File: config.mk
export PLATFORM = sky130hd
export DESIGN_NAME = irq_concentrator
export DESIGN_NICKNAME = d
export VERILOG_FILES = /design/src/rtl/irqc_pkg.sv /design/src/rtl/irqc_pick.sv /design/src/rtl/irqc_regdec.sv /design/src/rtl/irqc_mapregs.sv /design/src/rtl/irqc_pending.sv /design/src/rtl/irq_concentrator.sv
export SDC_FILE = /design/constraint.sdc
export NUM_CORES = 1
export LEC_CHECK = 0
export BUFFER_PORTS_ARGS = -buffer_cell sky130_fd_sc_hd__buf_2
export CAP_MARGIN = 20
export CORE_MARGIN = 10
export CORE_UTILIZATION = 40
export CTS_CLUSTER_DIAMETER = 60
export DETAILED_ROUTE_END_ITERATION = 8
export GPL_ROUTABILITY_DRIVEN = 1
export GPL_TIMING_DRIVEN = 0
export REMOVE_ABC_BUFFERS = 1
export SLEW_MARGIN = 20
export SYNTH_ARGS = -nofsm -noshare
export SYNTH_HDL_FRONTEND = slang
export SYNTH_HIERARCHICAL = 1
export SYNTH_SLANG_ARGS = --single-unit
export TNS_END_PERCENT = 30
File: constraint.sdc
create_clock -name clk -period 8.5 [get_ports clk]
set_input_delay 0.85 -clock clk [delete_from_list [all_inputs] [get_ports clk]]
set_output_delay 0.85 -clock clk [all_outputs]
set_load 0.005 [all_outputs]
File: src/rtl/irqc_pkg.sv
package irqc_pkg;
    localparam int ADDR_W   = 16;
    localparam int DATA_W   = 32;
    localparam int NUM_PCI  = 32;
    localparam int NUM_OB   = 32;
    localparam int NUM_SRC  = NUM_PCI + NUM_OB;
    localparam int VEC_W    = $clog2(NUM_SRC);
    localparam int GRP_SZ   = 4;
    localparam int NUM_GRP  = NUM_PCI / GRP_SZ;
    localparam int GRP_W    = $clog2(NUM_GRP);
    localparam int OB_W     = $clog2(NUM_OB);
    localparam int EN_BIT   = DATA_W - 1;
    localparam logic [EN_BIT-1:0] OB_RST_LOW = EN_BIT'((11'h1F << 6) | 11'h20);

    typedef struct packed {
        logic             valid;
        logic [VEC_W-1:0] vec;
    } pend_t;

    typedef struct packed {
        logic             map_wr;
        logic             map_is_ob;
        logic [OB_W-1:0]  map_idx;
        logic             new_en;
        logic             pci_clr;
        logic [GRP_W-1:0] pci_clr_idx;
        logic             ob_clr;
        logic [VEC_W-1:0] ob_clr_vec;
    } wr_evt_t;

    function automatic logic [EN_BIT-1:0] ob_map_low(input logic [OB_W-1:0] idx);
        return OB_RST_LOW + EN_BIT'(idx);
    endfunction

    function automatic logic in_window(input logic [ADDR_W-1:0] a,
                                       input logic [ADDR_W-1:0] base,
                                       input int              span_bits);
        return (a >> span_bits) == (base >> span_bits);
    endfunction
endpackage

File: src/rtl/irqc_pick.sv
module irqc_pick #(
    parameter int W  = 64,
    parameter int IW = $clog2(W)
) (
    input  logic [W-1:0]  bits,
    output logic          hit,
    output logic [IW-1:0] idx
);
    always_comb begin
        hit = 1'b0;
        idx = '0;
        for (int i = W - 1; i >= 0; i--) begin
            if (bits[i]) begin
                hit = 1'b1;
                idx = IW'(i);
            end
        end
    end
endmodule

File: src/rtl/irqc_regdec.sv
module irqc_regdec
    import irqc_pkg::*;
#(
    parameter logic [ADDR_W-1:0] PCI_MAP_BASE = 16'h0C00,
    parameter logic [ADDR_W-1:0] OB_MAP_BASE  = 16'h1000,
    parameter logic [ADDR_W-1:0] PCI_CLR_BASE = 16'h1400,
    parameter logic [ADDR_W-1:0] OB_CLR_BASE  = 16'h1800
) (
    input  logic              wr_en,
    input  logic [ADDR_W-1:0] addr,
    input  logic [DATA_W-1:0] wdata,
    output wr_evt_t           evt
);
    localparam int PCI_SPAN = GRP_W + 2;
    localparam int OB_SPAN  = OB_W + 2;
    localparam int CLR_SPAN = 8;

    logic hit_pci_map, hit_ob_map;
    logic unused_bits;

    assign unused_bits = ^{wdata[EN_BIT-1:0], addr[1:0]};
    assign hit_pci_map = in_window(addr, PCI_MAP_BASE, PCI_SPAN);
    assign hit_ob_map  = in_window(addr, OB_MAP_BASE, OB_SPAN);

    always_comb begin
        evt             = '0;
        evt.new_en      = wdata[EN_BIT];
        evt.map_is_ob   = hit_ob_map;
        evt.map_idx     = hit_ob_map ? addr[OB_SPAN-1:2] : OB_W'(addr[PCI_SPAN-1:2]);
        evt.map_wr      = wr_en && (hit_pci_map || hit_ob_map);
        evt.pci_clr     = wr_en && addr[2] && in_window(addr, PCI_CLR_BASE, CLR_SPAN);
        evt.pci_clr_idx = addr[7:5];
        evt.ob_clr      = wr_en && addr[2] && in_window(addr, OB_CLR_BASE, CLR_SPAN);
        evt.ob_clr_vec  = {1'b1, addr[7:3]};
    end
endmodule

File: src/rtl/irqc_mapregs.sv
module irqc_mapregs
    import irqc_pkg::*;
#(
    parameter logic [ADDR_W-1:0] PCI_MAP_BASE = 16'h0C00,
    parameter logic [ADDR_W-1:0] OB_MAP_BASE  = 16'h1000
) (
    input  logic               clk,
    input  logic               rst,
    input  wr_evt_t            evt,
    input  logic [ADDR_W-1:0]  addr,
    output logic [NUM_GRP-1:0] pci_en_q,
    output logic [NUM_SRC-1:0] src_en_nx,
    output logic [DATA_W-1:0]  rdata
);
    logic [NUM_GRP-1:0] pci_en_nx;
    logic [NUM_OB-1:0]  ob_en_q, ob_en_nx;

    always_comb begin
        pci_en_nx = pci_en_q;
        ob_en_nx  = ob_en_q;
        if (evt.map_wr) begin
            if (evt.map_is_ob) ob_en_nx[evt.map_idx]             = evt.new_en;
            else               pci_en_nx[evt.map_idx[GRP_W-1:0]] = evt.new_en;
        end
    end

    always_ff @(posedge clk) begin
        if (rst) begin
            pci_en_q <= '0;
            ob_en_q  <= '0;
        end else begin
            pci_en_q <= pci_en_nx;
            ob_en_q  <= ob_en_nx;
        end
    end

    for (genvar s = 0; s < NUM_PCI; s++) begin : g_pci_en
        assign src_en_nx[s] = pci_en_nx[s / GRP_SZ];
    end
    for (genvar s = 0; s < NUM_OB; s++) begin : g_ob_en
        assign src_en_nx[NUM_PCI + s] = ob_en_nx[s];
    end

    always_comb begin
        rdata = '0;
        if (in_window(addr, PCI_MAP_BASE, GRP_W + 2))
            rdata = {pci_en_q[addr[GRP_W+1:2]], {EN_BIT{1'b0}}};
        else if (in_window(addr, OB_MAP_BASE, OB_W + 2))
            rdata = {ob_en_q[addr[OB_W+1:2]], ob_map_low(addr[OB_W+1:2])};
    end
endmodule

File: src/rtl/irqc_pending.sv
module irqc_pending
    import irqc_pkg::*;
(
    input  logic               clk,
    input  logic               rst,
    input  wr_evt_t            evt,
    input  logic [NUM_SRC-1:0] src_en_nx,
    input  logic [NUM_SRC-1:0] lvl,
    input  logic [NUM_SRC-1:0] rise,
    output pend_t              pend_q
);
    logic             scan_hit, pci_hit, ob_hit;
    logic [VEC_W-1:0] scan_idx;
    logic [4:0]       pci_idx, ob_idx;
    logic [NUM_SRC-1:0] scan_bits, rise_en;
    pend_t            pend_nx;
    logic             owns_map, drop, pci_clr_hit, ob_clr_hit, rescan;

    assign scan_bits = lvl & src_en_nx;
    assign rise_en   = rise & src_en_nx;

    irqc_pick #(.W(NUM_SRC)) u_scan (.bits(scan_bits), .hit(scan_hit), .idx(scan_idx));
    irqc_pick #(.W(NUM_PCI)) u_prise (.bits(rise_en[NUM_PCI-1:0]), .hit(pci_hit), .idx(pci_idx));
    irqc_pick #(.W(NUM_OB))  u_orise (.bits(rise_en[NUM_SRC-1:NUM_PCI]), .hit(ob_hit), .idx(ob_idx));

    always_comb begin
        owns_map = evt.map_is_ob
                 ? (pend_q.vec == {1'b1, evt.map_idx})
                 : (!pend_q.vec[VEC_W-1] && pend_q.vec[4:2] == evt.map_idx[GRP_W-1:0]);
        drop        = evt.map_wr && !evt.new_en && pend_q.valid && owns_map;
        pci_clr_hit = evt.pci_clr && pend_q.valid && !pend_q.vec[VEC_W-1]
                      && pend_q.vec[4:2] == evt.pci_clr_idx;
        ob_clr_hit  = evt.ob_clr && pend_q.valid && pend_q.vec == evt.ob_clr_vec;
        rescan      = evt.map_wr || pci_clr_hit || ob_clr_hit;

        pend_nx = pend_q;
        if (drop || pci_clr_hit || ob_clr_hit) pend_nx.valid = 1'b0;
        if (rescan && !pend_nx.valid && scan_hit) pend_nx = '{valid: 1'b1, vec: scan_idx};
        if (pci_hit)
            pend_nx = '{valid: 1'b1, vec: {1'b0, pci_idx}};
        else if (!pend_nx.valid && ob_hit)
            pend_nx = '{valid: 1'b1, vec: {1'b1, ob_idx}};
    end

    always_ff @(posedge clk) begin
        if (rst) pend_q <= '0;
        else     pend_q <= pend_nx;
    end
endmodule

File: src/rtl/irq_concentrator.sv
module irq_concentrator
    import irqc_pkg::*;
#(
    parameter logic [ADDR_W-1:0] PCI_MAP_BASE = 16'h0C00,
    parameter logic [ADDR_W-1:0] OB_MAP_BASE  = 16'h1000,
    parameter logic [ADDR_W-1:0] PCI_CLR_BASE = 16'h1400,
    parameter logic [ADDR_W-1:0] OB_CLR_BASE  = 16'h1800
) (
    input  logic               clk,
    input  logic               rst,
    input  logic [NUM_SRC-1:0] irq_in,
    input  logic               wr_en,
    input  logic [ADDR_W-1:0]  addr,
    input  logic [DATA_W-1:0]  wdata,
    output logic [DATA_W-1:0]  rdata,
    output logic [NUM_SRC-1:0] req_out
);
    wr_evt_t            evt;
    logic [NUM_GRP-1:0] pci_en_q;
    logic [NUM_SRC-1:0] src_en_nx;
    logic [NUM_SRC-1:0] lat_q;
    pend_t              pend_q;

    always_ff @(posedge clk) begin
        if (rst) lat_q <= '0;
        else     lat_q <= irq_in;
    end

    irqc_regdec #(
        .PCI_MAP_BASE(PCI_MAP_BASE), .OB_MAP_BASE(OB_MAP_BASE),
        .PCI_CLR_BASE(PCI_CLR_BASE), .OB_CLR_BASE(OB_CLR_BASE)
    ) u_dec (.wr_en(wr_en), .addr(addr), .wdata(wdata), .evt(evt));

    irqc_mapregs #(
        .PCI_MAP_BASE(PCI_MAP_BASE), .OB_MAP_BASE(OB_MAP_BASE)
    ) u_map (
        .clk(clk), .rst(rst), .evt(evt), .addr(addr),
        .pci_en_q(pci_en_q), .src_en_nx(src_en_nx), .rdata(rdata)
    );

    irqc_pending u_pend (
        .clk(clk), .rst(rst), .evt(evt), .src_en_nx(src_en_nx),
        .lvl(irq_in), .rise(irq_in & ~lat_q), .pend_q(pend_q)
    );

    for (genvar v = 0; v < NUM_SRC; v++) begin : g_req
        assign req_out[v] = pend_q.valid && (pend_q.vec == VEC_W'(v));
    end
endmodule

==> metrics.txt <==
Synth Flop Type=dfxtp_1; Vert. Die Dim=166 um; TritonRoute pass-1 iters=5; Final Hold Vio Count=0; Setup WS pre-CTS=a little under 3 ns; wire length per cell=16.6 um; CP required=between 8 and 9 ns; I/O Buffers=around 160; GRT Util Overall=about 17%; multi-input logic area=5580 um^2; CP max stage delay=just under 0.6 ns; Max-cap violations=0; Reg2Reg Depth=10; first-pass GRT wire length=37,100 um; Psw=between 200 and 250 uW; CTS H-tree lvls=3; Congestion Overflow GR=0; clock root buffer=clkbuf_16; number of global-route vias before repair=7,109; EDFF count, synth=0; Pint=777 uW; count of cell types in the netlist=74; switching share of total power=23.4%; final net count=1,294; CORE AREA=between 20,000 and 25,000 um^2; initial drt markers=between 500 and 600; Slowest cell on crit path=nor2_1; Area Overhead vs Synth=10.3%; max_slew headroom=38.6%; Final Skew=0.0126 ns; minimum clock period=roughly 5.2 ns; mux share of post-synthesis cell area=a little under a tenth; Hold Path End=u_map/ob_en_q[0]; HP Start=u_map/ob_en_q[0]; main combinational cell family by area after synthesis=simple AND/OR/NAND/NOR gates; Setup Total Neg Slack=0 ns; # IOs=211; Largest delay share family, worst path=simple AND/OR/NAND/NOR gates; syn avg cell area=7.81 um^2; Final period util=between 60% and 70%; Crit Path Class=input pin to register; commonest non-fill, non-tap cells in the layout=nor2b_1, buf_2, nor2_1; setup bufs post-CTS=0; worst reg2reg path startpoint=u_map/ob_en_q[24]; CP most frequent cell=nor2_1; FF-to-FF setup slack=5.62 ns; yosys warns=6; row count=53; DIE AREA=27,400 um^2; final wirelength=about 24,000 um; die width=166 um; Setup crit end kind=register; largest net degree at the start of global routing=64; clock power share=38.0%; complex-gate fraction of the synthesized area=9.56%; Seq/Total Area, Yosys=26.2%; sequential power share=53.3%; Initial Util=roughly 40%; fill count=2,182; max-slew violation count=0; hpwl dp=19,300 um; worst-path cell chain=buf_2 -> nor4_2 -> nand3_1 -> nor2_1 -> nand2_1 -> or3_1 -> nor2_1 -> mux2_2 -> and2_1 -> or4_4 -> nor2b_1 -> nand3_1 -> nor2_1 -> nand2_1 -> a21bo_4 -> mux2_4 -> o221a_1; hold path cells=2; combinational power share=8.6%; routability cong.=0.905; status=completed; CTS tree=done; worst slew pin tran=0.918 ns; unrepaired setup endpoints after global routing=no; Post-Synth XOR/XNOR Area=~1.8%; # clock sinks=111; initial antenna violation count=2; Levels on crit path=17; Netlist Area Pre-Place=8480 um^2; Antenna Violating Nets Remaining=0; post-synthesis adder-cell area fraction=0%; routed via count=between 7,000 and 8,000; FF-to-FF End=u_pend/pend_q[3]; ys async rst share=0%; Bufs and invs on worst path=1; startpoint types=input pin; CTS max path bufs=2; commonest non-fill, non-tap cell in the layout=nor2b_1; Clk pin slew, worst setup/hold paths=around 0.070 ns; #FFs+latches synth=111; DRC=0; Setup-failing EPs final=0; final worst slack=3.25 ns; vias per cell=around 5.2; hold buffer count at cts=0; power per cell area=between 100 and 150 nW/um^2; CTS resizes=0; Worst EP arrival=5.49 ns; CTS Buf Count=9; worst hold path type=register to register; Max FO, Critical Path=9; Fmax=0.191 GHz; P_leak=0.00395 uW; Cells after Synth=1,086; Diodes inserted=0; insertion delay to the later sink of the worst-skew pair=0.36 ns; layout cell share with drive strength beyond 1=about a fifth; VDD IR max=0.0885 mV; register area=2220 um^2; simple-gate share of the synthesized area=44.4%
power by group through the flow:
| stage | logic (uW) | registers (uW) | clock network (uW) |
|---|---|---|---|
| floorplan | 34.9 | 551 | 0 |
| global placement | 86.2 | 552 | 0 |
| detailed placement | 88.3 | 552 | 0 |
| CTS | 88.7 | 540 | 401 |
| global route | 99.5 | 542 | 420 |
| finish | 87.6 | 540 | 386 |
through the flow:
stage / hold WS (ns) / area [um^2] / util (%) / std cells / power (uW)
finish: 0.625 / 9350 / 44.6 / 1456 / 1010
floorplan: 0.565 / 7940 / - / 1010 / 586
global placement: 0.600 / 9070 / 43.3 / 1442 / 638
CTS: 0.627 / 9350 / 44.6 / 1456 / 1030
global route: 0.667 / 9350 / 44.6 / 1456 / 1060
detailed placement: 0.610 / 9100 / 43.4 / 1443 / 641
worst max path at each step:
stage,start,to,slack [ns]
after floorplan,addr[13],u_pend/pend_q[3],3.92
after global routing,addr[13],u_pend/pend_q[1],2.95
after CTS,addr[13],u_pend/pend_q[3],3.27
after detailed placement,addr[13],u_pend/pend_q[3],2.92
final,addr[13],u_pend/pend_q[3],3.25
after global placement,addr[13],u_pend/pend_q[3],3.01
worst min-delay path, cell delays in order, from the launching register on:
cell and delay, ns:
dfxtp_1 0.32, mux2_2 0.16, nor2b_1 0.11
synth_stat cells, drive strengths merged, types with 4 or more instances:
cell type | count | area (um^2)
nor2b | 173 | 1080
nor2 | 148 | 558
and2 | 136 | 855
dfxtp | 111 | 2220
buf | 71 | 519
mux2 | 47 | 548
nand2 | 40 | 150
inv | 37 | 139
a21oi | 32 | 160
nor3 | 30 | 155
nor4 | 30 | 215
clkbuf | 24 | 90.1
o21ai | 22 | 121
nand3 | 16 | 80.1
xor2 | 14 | 123
nand3b | 11 | 82.6
nor3b | 11 | 97.6
or4 | 10 | 101
a2111oi | 8 | 71.3
mux4 | 8 | 180
a31oi | 7 | 43.8
nand2b | 7 | 43.8
nand4 | 7 | 43.8
nand4bb | 6 | 67.6
o311ai | 6 | 52.6
o31ai | 6 | 45.0
mux2i | 5 | 50.1
nand4b | 5 | 43.8
o221a | 5 | 56.3
or4b | 5 | 53.8
a311oi | 4 | 35.0
o21a | 4 | 30.0
metal layers:
metal	vias to the layer above	global-route usage, %	wire, um
li1	3824	-	-
met4	4	5.55	509
met2	239	27.3	10600
met1	3410	21.7	11100
met5	-	0	31
met3	35	3.32	1990
final cells by class:
cell class / count / area share (%)
Multi-Input combinational cell: 862 / 59.6
Sequential cell: 111 / 23.8
Clock inverter: 1 / 0.0803
Inverter: 37 / 1.48
Timing Repair Buffer: 158 / 8.72
Tap cell: 275 / 3.68
Clock buffer: 12 / 2.64
registers in the layout (all words and copies together), names as in the netlist:
register and flops:
u_map/ob_en_q 32, u_map/pci_en_q 8, lat_q 64, u_pend/pend_q 7
cell families (layout without fill, tap and decap cells):
kind of cell              after synthesis  in the layout
DFF                                   111            111
muxes                                  60             60
other                                   2             21
and+or+nand+nor                       649            649
AOI/OAI and AO/OA                     115            115
xor gates and xnor gates               17             17
buffers and inverters                 132            208
No activity file was read; power rests on OpenSTA's default activity.
